<file path="config.mk">
export PLATFORM = sky130hd
export DESIGN_NAME = standby_wake_ctrl
export DESIGN_NICKNAME = d
export VERILOG_FILES = /design/src/rtl/swc_pkg.sv /design/src/rtl/swc_wake_select.sv /design/src/rtl/swc_settle_timer.sv /design/src/rtl/standby_wake_ctrl.sv
export SDC_FILE = /design/constraint.sdc
export NUM_CORES = 1
export LEC_CHECK = 0
export BUFFER_PORTS_ARGS = -buffer_cell sky130_fd_sc_hd__clkbuf_2
export CAP_MARGIN = 40
export CORE_AREA = 2 2 80 82
export DETAILED_ROUTE_END_ITERATION = 6
export DIE_AREA = 0 0 82 84
export MAX_ROUTING_LAYER = met4
export PLACE_DENSITY_LB_ADDON = 0.25
export SYNTH_ARGS = -nofsm -noshare
export SYNTH_HDL_FRONTEND = slang
export SYNTH_SLANG_ARGS = --single-unit
export TNS_END_PERCENT = 5
</file>
<file path="constraint.sdc">
create_clock -name clk -period 7.64 [get_ports clk]
set_input_delay 2.292 -clock clk [delete_from_list [all_inputs] [get_ports clk]]
set_output_delay 2.292 -clock clk [all_outputs]
set_load 0.01 [all_outputs]
</file>
<file path="src/rtl/swc_pkg.sv">
package swc_pkg;
    typedef enum logic [2:0] {
        ST_RUN,
        ST_STANDBY,
        ST_SETTLE,
        ST_RESET_HOLD,
        ST_HW_STANDBY
    } swc_state_e;
endpackage

</file>
<file path="src/rtl/swc_wake_select.sv">
module swc_wake_select #(
    parameter int N_IRQ = 8,
    localparam int IDX_W = $clog2(N_IRQ),
    localparam int CAUSE_W = IDX_W + 1
) (
    input  logic               nmi_req,
    input  logic [N_IRQ-1:0]   irq_req,
    input  logic [N_IRQ-1:0]   irq_en,
    input  logic [N_IRQ-1:0]   irq_mask,
    input  logic [N_IRQ-1:0]   irq_dma,
    output logic               wake_valid,
    output logic [CAUSE_W-1:0] wake_cause
);
    logic [N_IRQ-1:0] qual;
    logic [IDX_W-1:0] idx;

    // a line qualifies only if requested, enabled, not masked, not routed to a transfer
    for (genvar g = 0; g < N_IRQ; g++) begin : g_qual
        assign qual[g] = irq_req[g] & irq_en[g] & ~irq_mask[g] & ~irq_dma[g];
    end

    // lowest index wins among IRQ lines
    always_comb begin
        idx = '0;
        for (int i = N_IRQ - 1; i >= 0; i--) begin
            if (qual[i]) idx = i[IDX_W-1:0];
        end
    end

    assign wake_valid = nmi_req | (|qual);
    assign wake_cause = nmi_req ? {1'b1, {IDX_W{1'b0}}} : {1'b0, idx};
endmodule

</file>
<file path="src/rtl/swc_settle_timer.sv">
module swc_settle_timer #(
    parameter int CODE_W = 3,
    parameter int BASE_LOG2 = 8,
    localparam int CNT_W = BASE_LOG2 + (1 << CODE_W)
) (
    input  logic              clk,
    input  logic              rst_n,
    input  logic              load,
    input  logic [CODE_W-1:0] code,
    input  logic              dec,
    output logic              done
);
    logic [CNT_W-1:0] cnt_d, cnt_q;

    always_comb begin
        cnt_d = cnt_q;
        if (load) begin
            // interval of 2^(BASE_LOG2+code) cycles: load one less, run down to zero
            cnt_d = ({{(CNT_W-1){1'b0}}, 1'b1} << (BASE_LOG2 + int'(code))) - {{(CNT_W-1){1'b0}}, 1'b1};
        end else if (dec && cnt_q != '0) begin
            cnt_d = cnt_q - {{(CNT_W-1){1'b0}}, 1'b1};
        end
    end

    always_ff @(posedge clk or negedge rst_n) begin
        if (!rst_n) cnt_q <= '0;
        else        cnt_q <= cnt_d;
    end

    assign done = (cnt_q == '0);
endmodule

</file>
<file path="src/rtl/standby_wake_ctrl.sv">
module standby_wake_ctrl #(
    parameter int N_IRQ = 8,
    parameter int CODE_W = 3,
    parameter int BASE_LOG2 = 8,
    localparam int CAUSE_W = $clog2(N_IRQ) + 1
) (
    input  logic               clk,
    input  logic               rst_n,
    input  logic               sleep_stb,
    input  logic               stby_sel,
    input  logic [CODE_W-1:0]  settle_sel,
    input  logic               nmi_req,
    input  logic [N_IRQ-1:0]   irq_req,
    input  logic [N_IRQ-1:0]   irq_en,
    input  logic [N_IRQ-1:0]   irq_mask,
    input  logic [N_IRQ-1:0]   irq_dma,
    input  logic               res_n,
    input  logic               mres_n,
    input  logic               hwstby_n,
    output logic               osc_en,
    output logic               clk_gate_en,
    output logic               bus_hiz,
    output logic               wake_irq_stb,
    output logic [CAUSE_W-1:0] wake_cause,
    output logic               reset_exc_stb,
    output logic               hw_standby
);
    import swc_pkg::*;

    typedef struct packed {
        swc_state_e         state;
        logic               wake_stb;
        logic               rst_stb;
        logic [CAUSE_W-1:0] cause;
    } swc_regs_t;

    swc_regs_t cur_q, nxt_d;

    logic               wake_valid;
    logic [CAUSE_W-1:0] sel_cause;
    logic               tmr_load, tmr_dec, tmr_done;
    logic               rst_req;
    swc_state_e         state_mon;

    swc_wake_select #(.N_IRQ(N_IRQ)) u_sel (
        .nmi_req    (nmi_req),
        .irq_req    (irq_req),
        .irq_en     (irq_en),
        .irq_mask   (irq_mask),
        .irq_dma    (irq_dma),
        .wake_valid (wake_valid),
        .wake_cause (sel_cause)
    );

    swc_settle_timer #(.CODE_W(CODE_W), .BASE_LOG2(BASE_LOG2)) u_tmr (
        .clk   (clk),
        .rst_n (rst_n),
        .load  (tmr_load),
        .code  (settle_sel),
        .dec   (tmr_dec),
        .done  (tmr_done)
    );

    assign rst_req = ~res_n | ~mres_n;

    always_comb begin
        nxt_d          = cur_q;
        nxt_d.wake_stb = 1'b0;
        nxt_d.rst_stb  = 1'b0;
        tmr_load       = 1'b0;
        tmr_dec        = 1'b0;
        if (!hwstby_n) begin
            nxt_d.state = ST_HW_STANDBY;
        end else begin
            case (cur_q.state)
                ST_RUN: begin
                    if (sleep_stb && stby_sel) nxt_d.state = ST_STANDBY;
                end
                ST_STANDBY: begin
                    if (rst_req) begin
                        nxt_d.state = ST_RESET_HOLD;
                    end else if (wake_valid) begin
                        nxt_d.state = ST_SETTLE;
                        nxt_d.cause = sel_cause;
                        tmr_load    = 1'b1;
                    end
                end
                ST_SETTLE: begin
                    if (tmr_done) begin
                        nxt_d.state    = ST_RUN;
                        nxt_d.wake_stb = 1'b1;
                    end else begin
                        tmr_dec = 1'b1;
                    end
                end
                ST_RESET_HOLD: begin
                    if (!rst_req) begin
                        nxt_d.state   = ST_RUN;
                        nxt_d.rst_stb = 1'b1;
                    end
                end
                ST_HW_STANDBY: nxt_d.state = ST_HW_STANDBY;
                default:       nxt_d.state = ST_RUN;
            endcase
        end
    end

    always_ff @(posedge clk or negedge rst_n) begin
        if (!rst_n) begin
            cur_q <= '{state: ST_RUN, wake_stb: 1'b0, rst_stb: 1'b0, cause: '0};
        end else begin
            cur_q <= nxt_d;
        end
    end

    always_comb begin
        osc_en      = 1'b1;
        clk_gate_en = 1'b1;
        bus_hiz     = 1'b0;
        hw_standby  = 1'b0;
        case (cur_q.state)
            ST_STANDBY: begin
                osc_en      = 1'b0;
                clk_gate_en = 1'b0;
                bus_hiz     = 1'b1;
            end
            ST_SETTLE: begin
                clk_gate_en = 1'b0;
                bus_hiz     = 1'b1;
            end
            ST_HW_STANDBY: begin
                osc_en      = 1'b0;
                clk_gate_en = 1'b0;
                bus_hiz     = 1'b1;
                hw_standby  = 1'b1;
            end
            default: ;
        endcase
    end

    assign wake_irq_stb  = cur_q.wake_stb;
    assign reset_exc_stb = cur_q.rst_stb;
    assign wake_cause    = cur_q.cause;
    assign state_mon     = cur_q.state;
endmodule

</file>
# Word level (Yosys, flattened, before mapping)
# Index checks and enable logic that the tools add are counted.
dict set report op_classes {
  n_addsub 3
  eq_ne 8
  shift 1
  mux 36
  n_bitwise 45
  n_reduce_logical 11
}
# cell count
set ops {}
lappend ops {{$mux W3} 13}
lappend ops {{$mux W16} 2}
lappend ops {{$shl A1 B32 Y16 const A} 1}
lappend ops {{$sub A16 B1 Y16 const B} 2}
lappend ops {{$and A1 B1 Y1} 24}
lappend ops {{$mux W4} 5}
lappend ops {{$not A1 Y1} 19}
lappend ops {{$logic_not A16 Y1} 1}
lappend ops {{$reduce_bool A16 Y1} 1}
lappend ops {{$pmux W3 S5} 1}
lappend ops {{$mux W1} 14}
lappend ops {{$ne A3 B3 Y1 const B} 3}
lappend ops {{$reduce_and A4 Y1} 2}
lappend ops {{$reduce_or A8 Y1} 1}
lappend ops {{$eq A3 B2 Y1 const B} 2}
lappend ops {{$mux W6} 1}
lappend ops {{$add A4 B3 Y5 const A} 1}
lappend ops {{$ne A4 B3 Y1 const B} 1}
lappend ops {{$eq A3 B1 Y1 const B} 1}
lappend ops {{$eq A3 B3 Y1 const B} 1}
lappend ops {{$logic_not A3 Y1} 1}
lappend ops {{$reduce_or A3 Y1} 1}
lappend ops {{$logic_and A1 B1 Y1} 2}
lappend ops {{$or A1 B1 Y1} 2}
lappend ops {{2 further kinds} 2}
dict set report totals {
  ff_bits 25
  input_bits 43
}

# Logic depth before layout (Yosys ltp)
# Gate-level depths: netlist (run 1).
dict set report depth {
  depth_word 16
  mapped_depth 15
  ltp_nobuf 11
}

# By module
# Synthesis (run 1) repeated with hierarchy kept, for this count alone.
dict set report unflattened {
  cells_unflattened 185
  hier_area_um2 1720.4
}
# module instances cells_per_inst area_each_um2
set modules_own_cells {}
lappend modules_own_cells {swc_settle_timer 1 116 1036.0}
lappend modules_own_cells {standby_wake_ctrl 1 41 484.2}
lappend modules_own_cells {swc_wake_select 1 28 200.2}

# Worst setup path before layout (run 1)
# OpenSTA, ideal clock, no wires.
dict set report synth_path {
  path_type {input to register}
  startpoint {input irq_mask[6]}
  endpoint {register u_tmr.cnt_q[12]}
  setup_time_ns 0.124
  arrival_time_ns 5.177
  t_required_ns 7.516
  path_slack_ns 2.338
  cell_stages 13
  path_buffers 2
  cell_sequence {or4bb_1 and4_1 a31o_2 clkbuf_1 nand2_1 ha_1 clkbuf_1 or4b_1 nor4_1 nand4_1 nand3_1 mux2i_1 a21oi_1}
}
dict set report synth_via {
  elab_chain_cells 10
  word_cells_on_any_way 11
}
# element line
set synth_lines {}
lappend synth_lines {{start: declaration} standby_wake_ctrl.sv:15} ;# input logic [N_IRQ-1:0] irq_mask,
lappend synth_lines {{$not A1 Y1 (*)} swc_wake_select.sv:19} ;# assign qual[g] = irq_req[g] & irq_en[g] & ~irq_mask[g] & ~irq_dma[g];
lappend synth_lines {{$and A1 B1 Y1 (*) (2 in a row)} swc_wake_select.sv:19}
lappend synth_lines {{$reduce_or A8 Y1 (*)} swc_wake_select.sv:30} ;# assign wake_valid = nmi_req | (|qual);
lappend synth_lines {{$or A1 B1 Y1 (*)} swc_wake_select.sv:30}
lappend synth_lines {{$mux W1 (*)} standby_wake_ctrl.sv:82} ;# end else if (wake_valid) begin
lappend synth_lines {{$mux W1 (*)} standby_wake_ctrl.sv:80} ;# if (rst_req) begin
lappend synth_lines {{$mux W1 (*)} standby_wake_ctrl.sv:75} ;# case (cur_q.state)
lappend synth_lines {{$mux W1 (*)} standby_wake_ctrl.sv:72} ;# if (!hwstby_n) begin
lappend synth_lines {{$mux W16 / $reduce_bool A2 Y1 (equally long branches)} n/a}
lappend synth_lines {{end signal: assignment} swc_settle_timer.sv:27} ;# else cnt_q <= cnt_d;
lappend synth_lines {{end: declaration} swc_settle_timer.sv:13} ;# logic [CNT_W-1:0] cnt_d, cnt_q;
# Mark *: on every way between the ends. The rest lies on a longest branch, timed or not.
# A chain may end at the register's enable or synchronous reset.

# Final worst setup path (run 1)
# Same ends and word-level chain as after synthesis.

==> reports/qor.csv, run 1 <==
stage,metric,value,unit
logic_synthesis,syn_nets,244,
grt,grt_pass1_wl,7420,um
clock_tree,h-tree-depth,1,
logic_synthesis,synth_edf_count,0,
grt,grt_pass1_vias,1606,
drt,finalWirelength,4100,um
drt,viasPerCell,4.98,
sta,hold_viol,0,
die,die_y,84,um
clock_tree,cts_buffer_depth,2,
critical_path,required,7.81,ns
logic_synthesis,synth_ff_type,dfrtp_1,
finish,syn2layout_area_growth,20.3,%
critical_path,cp.arrival,5.45,ns
min_path,min-delay-path-class,flip-flop to flip-flop,
drt,drtIter0Drc,57,
grt,overflow,0,
drt,drt_drc_violations_left,0,
clock_tree,clk_latency,0.28,ns
die,core_area,6100,um^2
drt,post_drt_wl_per_cell,12.8,um
drt,drtPass1Iterations,4,
sta,period_share,0.691,
power,total_power,279,uW
power,vdd_drop_max,60.7,uV
flow_run,maxCapViolCount,0,
logic_synthesis,async_flop_share,1.00,
drt,vias,1600,
clock_tree,cts_tree,done,
sta,slew_viol_final,0,
placement,place.gp.congestion,0.750,
logic_synthesis,ys_seq_elements,25,
sta,relSlewSlack,0.527,
grt,track_usage,0.138,
clock_tree,post_cts_buffers,0,
grt,antenna_found_initial,0,
logic_synthesis,synth_seq_area_share,0.360,
critical_path,cp_max_fo,25,
clock_tree,clkSlewWorstSetupHoldPaths,0.10,ns
drt,ant_nets,0,
finish,n_antenna_cell,0,
placement,hpwlAfterDp,3030,um
clock_tree,cts_resized,0,
power,p_per_area,134,nW/um^2
power,power_leakage,1.01,nW
placement,portBuffers,52,
clock_tree,cts_num_sinks,25,
die,floorplan.initialDensity,0.285,
sta,timing.setup.tns,0,ns
sta,finalSetupViolCount,0,
sta,min_period,5.28,ns
die,dieArea,6890,um^2
critical_path,crit_type,input port to flip-flop,
logic_synthesis,synth_cell_types,54,
critical_path,critical_path.startpoint_type,input port,
logic_synthesis,yosysWarnings,0,
run_status,status,completed,
finish,drive_above_1_share,0.262,
sta,rsz0062_at_grt,no,
logic_synthesis,synthCells,200,
logic_synthesis,synthesis.area,1740,um^2
die,io_pins,53,
finish,nets,289,
sta,fmax,190,MHz
die,fp.dieW,82,um
critical_path,endpoint_kind,flip-flop,
sta,max_slew.worst_pin.slew,0.704,ns
grt,grt_max_degree,26,
die,rows,29,
logic_synthesis,avgSynthCellArea,8.68,um^2
clock_tree,cts_hold_buf,0,
sta,skew,0.00802,ns
clock_tree,numCtsBuffers,3,
clock_tree,cts-root-buf,clkbuf_8,
cells in the mapped netlist, types with 3 or more instances:
master / count / area [um^2]
dfrtp_1: 25 / 626
nand2_1: 23 / 86.3
nor2_1: 19 / 71.3
a21oi_1: 16 / 80.1
nor3_1: 10 / 50.1
clkbuf_1: 7 / 26.3
nand3_1: 7 / 35.0
xor2_1: 7 / 61.3
nand2b_1: 5 / 31.3
nor4bb_1: 5 / 50.1
xnor2_1: 5 / 43.8
nor3b_1: 4 / 30.0
o21ai_1: 4 / 20.0
a31oi_1: 3 / 18.8
buf_2: 3 / 15.0
inv_1: 3 / 11.3
mux2i_1: 3 / 30.0
nor4_1: 3 / 18.8
o21ai_0: 3 / 15.0
per-stage QoR:
step                 util  hold slack, ns  instance area (um^2)  std cells  setup slack [ns]
finish              0.343           0.512                  2090        321              2.36
global route        0.343           0.550                  2090        321              2.12
CTS                 0.343           0.514                  2090        321              2.37
detailed placement  0.335           0.491                  2040        317              2.07
floorplan               -           0.469                  1740        200              2.34
global placement    0.335           0.490                  2040        317              2.13
where the power goes:
| part | internal [mW] | switching [mW] | leakage (nW) | total (mW) |
|---|---|---|---|---|
| clock | 0.0371 | 0.0470 | 0.0217 | 0.0841 |
| combinational | 0.0247 | 0.0310 | 0.651 | 0.0557 |
| sequential | 0.135 | 0.00429 | 0.337 | 0.140 |
| total | 0.197 | 0.0822 | 1.01 | 0.279 |
final timing paths:
check	end	from	depth (start not counted)	slack, ns
max	u_tmr.cnt_q[12]$_DFFE_PN0P_	irq_mask[6]	12	2.36
min	wake_cause[3]$_DFFE_PN0P_	wake_cause[3]$_DFFE_PN0P_	1	0.51
max in group asynchronous	u_tmr.cnt_q[9]$_DFFE_PN0P_	rst_n	1	5.18
min reg2reg	wake_cause[3]$_DFFE_PN0P_	wake_cause[3]$_DFFE_PN0P_	1	0.51
min in group asynchronous	u_tmr.cnt_q[14]$_DFFE_PN0P_	rst_n	1	2.03
max reg2reg	u_tmr.cnt_q[12]$_DFFE_PN0P_	state_mon[0]$_DFFE_PN0P_	11	3.90
state kept, by name, indices dropped and copies added (netlist names):
signal and cells:
wake_cause 4, state_mon 3, u_tmr.cnt_q 16, reset_exc_stb 1
wake_irq_stb 1
routing by layer:
metal | vias up | track usage | routed length [um]
met5 | - | - | 0
met1 | 755 | 0.190 | 2000
met4 | 0 | 0.0455 | 64
met3 | 5 | 0.0173 | 90
li1 | 818 | - | -
met2 | 22 | 0.209 | 1950
cells by family (layout without fill, tap and decap cells):
group                    after synthesis  count (layout)  synth area share
AND/OR/NAND/NOR                       97              97             0.330
AO/OA/AOI/OAI                         44              44             0.169
buffers and inverters                 15              59            0.0367
XOR/XNOR                              12              12            0.0605
adder cells (fa/ha/maj)                1               1           0.00720
flip-flops                            25              25             0.360
multiplexers                           6               6            0.0367
final cells by class:
class                      instances  area (um^2)
tap                               77         96.3
multi-input combinational        160         1050
clock buffer                       3         41.3
sequential                        25          626
inverter                           3         11.3
clock inverter                     1         7.51
fill                             658         4010
timing repair buffer              52          260
critical path: stages:
cell	delay [ns]
clkbuf_2	0.09
or4bb_1	0.51
and4_1	0.27
a31o_2	0.38
nand2_1	0.13
ha_1	0.34
or4b_1	0.47
nor4_1	0.33
nand4_1	0.14
nand3_1	0.21
mux2i_1	0.21
a21oi_1	0.08
placed cells by master, fill, tap and decap left out, types with 2 or more instances in the layout:
cell type  Yosys  routed
nor2_1        19      19
or4bb_1        2       2
clkbuf_8       0       3
nand3_1        7       7
a21oi_1       16      16
o21ai_0        3       3
nand2_1       23      23
nor3_1        10      10
clkbuf_2       0      52
nor4b_2        2       2
a31oi_1        3       3
o31a_1         2       2
inv_1          3       3
nor4_1         3       3
mux2i_1        3       3
dfrtp_1       25      25
nand3b_1       2       2
xnor2_1        5       5
nor4bb_1       5       5
o21ai_1        4       4
mux2_1         2       2
nor3b_1        4       4
a211oi_1       2       2
and3_1         2       2
xor2_1         7       7
nand2b_1       5       5
nand4bb_1      2       2
or3_1          2       2
o31ai_1        2       2
Note: power is estimated with default switching activity, not from simulation.
==> run 2: changes to the inputs <==
- clock period: 7.64 -> 4.8 ns (I/O delays scaled with it)
==> run 2 against run 1 <==
Against the previous run:
- routed wire length increased by 1.2%
- non-clock buffer count increased by 3
- first-iteration DRC count decreased by 19%
- final area increased by 0.96%
- core utilization increased by 0.33 points
- power increased by 59%
- critical endpoint unchanged
- largest power group unchanged
==> reports/qor.csv, run 2 (synthesis gave the netlist of run 1 again) <==
stage,metric,value,unit
die,rows,29,
clock_tree,clk_latency,0.28,ns
sta,rsz0062_at_grt,no,
placement,place_area,2060,um^2
sta,finalSetupViolCount,0,
finish,final_cell_mix,"clkbuf_2, dfrtp_1, nand2_1, nor2_1, a21oi_1",
min_path,min-delay-path-class,flip-flop to flip-flop,
die,core_area,6100,um^2
grt,grt_pass1_vias,1542,
sta,skew,0.00780,ns
grt,grt_max_degree,26,
sta,fmax,242,MHz
drt,post_drt_wl_per_cell,12.8,um
power,p_per_area,211,nW/um^2
die,fp.dieW,82,um
run_status,status,completed,
placement,portBuffers,52,
finish,finalInstanceArea,2110,um^2
critical_path,slowest_delay,0.49,ns
placement,place.gp.congestion,0.761,
clock_tree,cts_buffer_depth,2,
finish,fin_util,0.346,
critical_path,critical_path.startpoint_type,input port,
drt,vias,1606,
flow_run,maxCapViolCount,0,
sta,hold_viol,0,
clock_tree,cts-root-buf,clkbuf_8,
finish,nets,292,
clock_tree,cts_resized,0,
grt,grt_pass1_wl,7340,um
drt,drtIter0Drc,46,
clock_tree,numCtsBuffers,3,
drt,drt_drc_violations_left,0,
drt,drtPass1Iterations,4,
finish,top_register,u_tmr.cnt_q,
sta,relSlewSlack,0.531,
critical_path,endpoint_kind,flip-flop,
sta,slew_viol_final,0,
clock_tree,cts_tree,done,
placement,pre_cts_ws,0.354,ns
die,dieArea,6890,um^2
clock_tree,post_cts_buffers,0,
critical_path,worst-path-buf-inv,1,
drt,viasPerCell,4.96,
power,comb_power_share,0.201,
critical_path,critPathSlowestCell,nor4bb_1,
grt,antenna_found_initial,0,
clock_tree,cts_num_sinks,25,
critical_path,path_cells,"clkbuf_2, nor4bb_1, nor3_1, a31o_2, nand2_1, ha_1, or4b_1, nor4_1, nand4_1, nand3_1, mux2i_1, a21oi_1",
drt,ant_nets,0,
placement,hpwlAfterDp,3070,um
finish,syn2layout_area_growth,21.5,%
critical_path,cp_top_family,simple AND/OR/NAND/NOR gates,
critical_path,crit_type,input port to flip-flop,
finish,drive_above_1_share,0.271,
critical_path,cp.arrival,4.30,ns
grt,track_usage,0.139,
die,die_y,84,um
clock_tree,clkSlewWorstSetupHoldPaths,0.10,ns
clock_tree,h-tree-depth,1,
power,sequentialPowerShare,0.500,
power,power_frac_clock,0.299,
sta,timing.setup.tns,0,ns
power,power_switching,130,uW
die,io_pins,53,
power,power_leakage,1.03,nW
sta,period_share,0.859,
drt,finalWirelength,4150,um
sta,fin_hold_ws,0.514,ns
clock_tree,cts_hold_buf,0,
finish,n_antenna_cell,0,
critical_path,required,4.98,ns
critical_path,cp_max_fo,10,
power,swShare,0.294,
sta,timing.final.ws_setup,0.675,ns
grt,overflow,0,
die,floorplan.initialDensity,0.285,
sta,min_period,4.13,ns
finish,largest_reg_flops,16,
sta,max_slew.worst_pin.slew,0.698,ns
finish,final_common_cell,clkbuf_2,
power,vdd_drop_max,89.0,uV
power,p_int,314,uW
## run 2: cell types whose count changed in the layout (fill, tap and decap cells not counted)
cell / delta
clkinvlp_4: -1
buf_4: +3
clkinv_2: +1
## run 2: worst register-to-register path, cell delays in order, from the launching register on
cell	delay, ns
dfrtp_1	0.54
nand3_1	0.19
or3_1	0.42
a31o_2	0.31
nand2_1	0.09
ha_1	0.16
or4b_1	0.43
nor4_1	0.35
nand4_1	0.15
nand3_1	0.22
mux2i_1	0.21
a21oi_1	0.08
## run 2: per-layer routing
metal / vias up / part of all wire / track usage
met1: 756 / 0.49 / 0.195
met3: 4 / 0.028 / 0.0227
met2: 22 / 0.47 / 0.204
met5: - / 0 / -
met4: 0 / 0.014 / 0.0409
li1: 824 / - / -
## run 2: final timing paths
kind,from,endpoint,slack (ns),cells past startpoint
worst max-delay path,irq_mask[1],u_tmr.cnt_q[12]$_DFFE_PN0P_,0.67,12
worst min-delay path,wake_cause[1]$_DFFE_PN0P_,wake_cause[1]$_DFFE_PN0P_,0.51,2
worst max register to register,state_mon[0]$_DFFE_PN0P_,u_tmr.cnt_q[12]$_DFFE_PN0P_,1.55,11
worst min register to register,wake_cause[1]$_DFFE_PN0P_,wake_cause[1]$_DFFE_PN0P_,0.51,2
max in group asynchronous,rst_n,u_tmr.cnt_q[7]$_DFFE_PN0P_,3.18,1
min in group asynchronous,rst_n,u_tmr.cnt_q[15]$_DFFE_PN0P_,1.18,1
## run 2: power by group through the flow
stage | registers (mW) | logic (mW) | clock network [mW]
final | 0.222 | 0.0894 | 0.133
after global routing | 0.223 | 0.101 | 0.145
after CTS | 0.222 | 0.0905 | 0.138
after detailed placement | 0.226 | 0.0899 | 0
after global placement | 0.226 | 0.0886 | 0
after floorplan | 0.224 | 0.0585 | 0
## run 2: layout make-up
type / instances / area, um^2
repair buffers: 55 / 283
flip-flops and latches: 25 / 626
clock inverters: 1 / 5.00
multi-input cells: 160 / 1050
fillers: 660 / 3990
inverters: 3 / 11.3
clock buffers: 3 / 41.3
well taps: 77 / 96.3
## run 2: through the flow
step / std cells / total power [mW]
floorplan: 200 / 0.283
global placement: 320 / 0.315
detailed placement: 320 / 0.316
CTS: 324 / 0.451
global route: 324 / 0.469
finish: 324 / 0.444
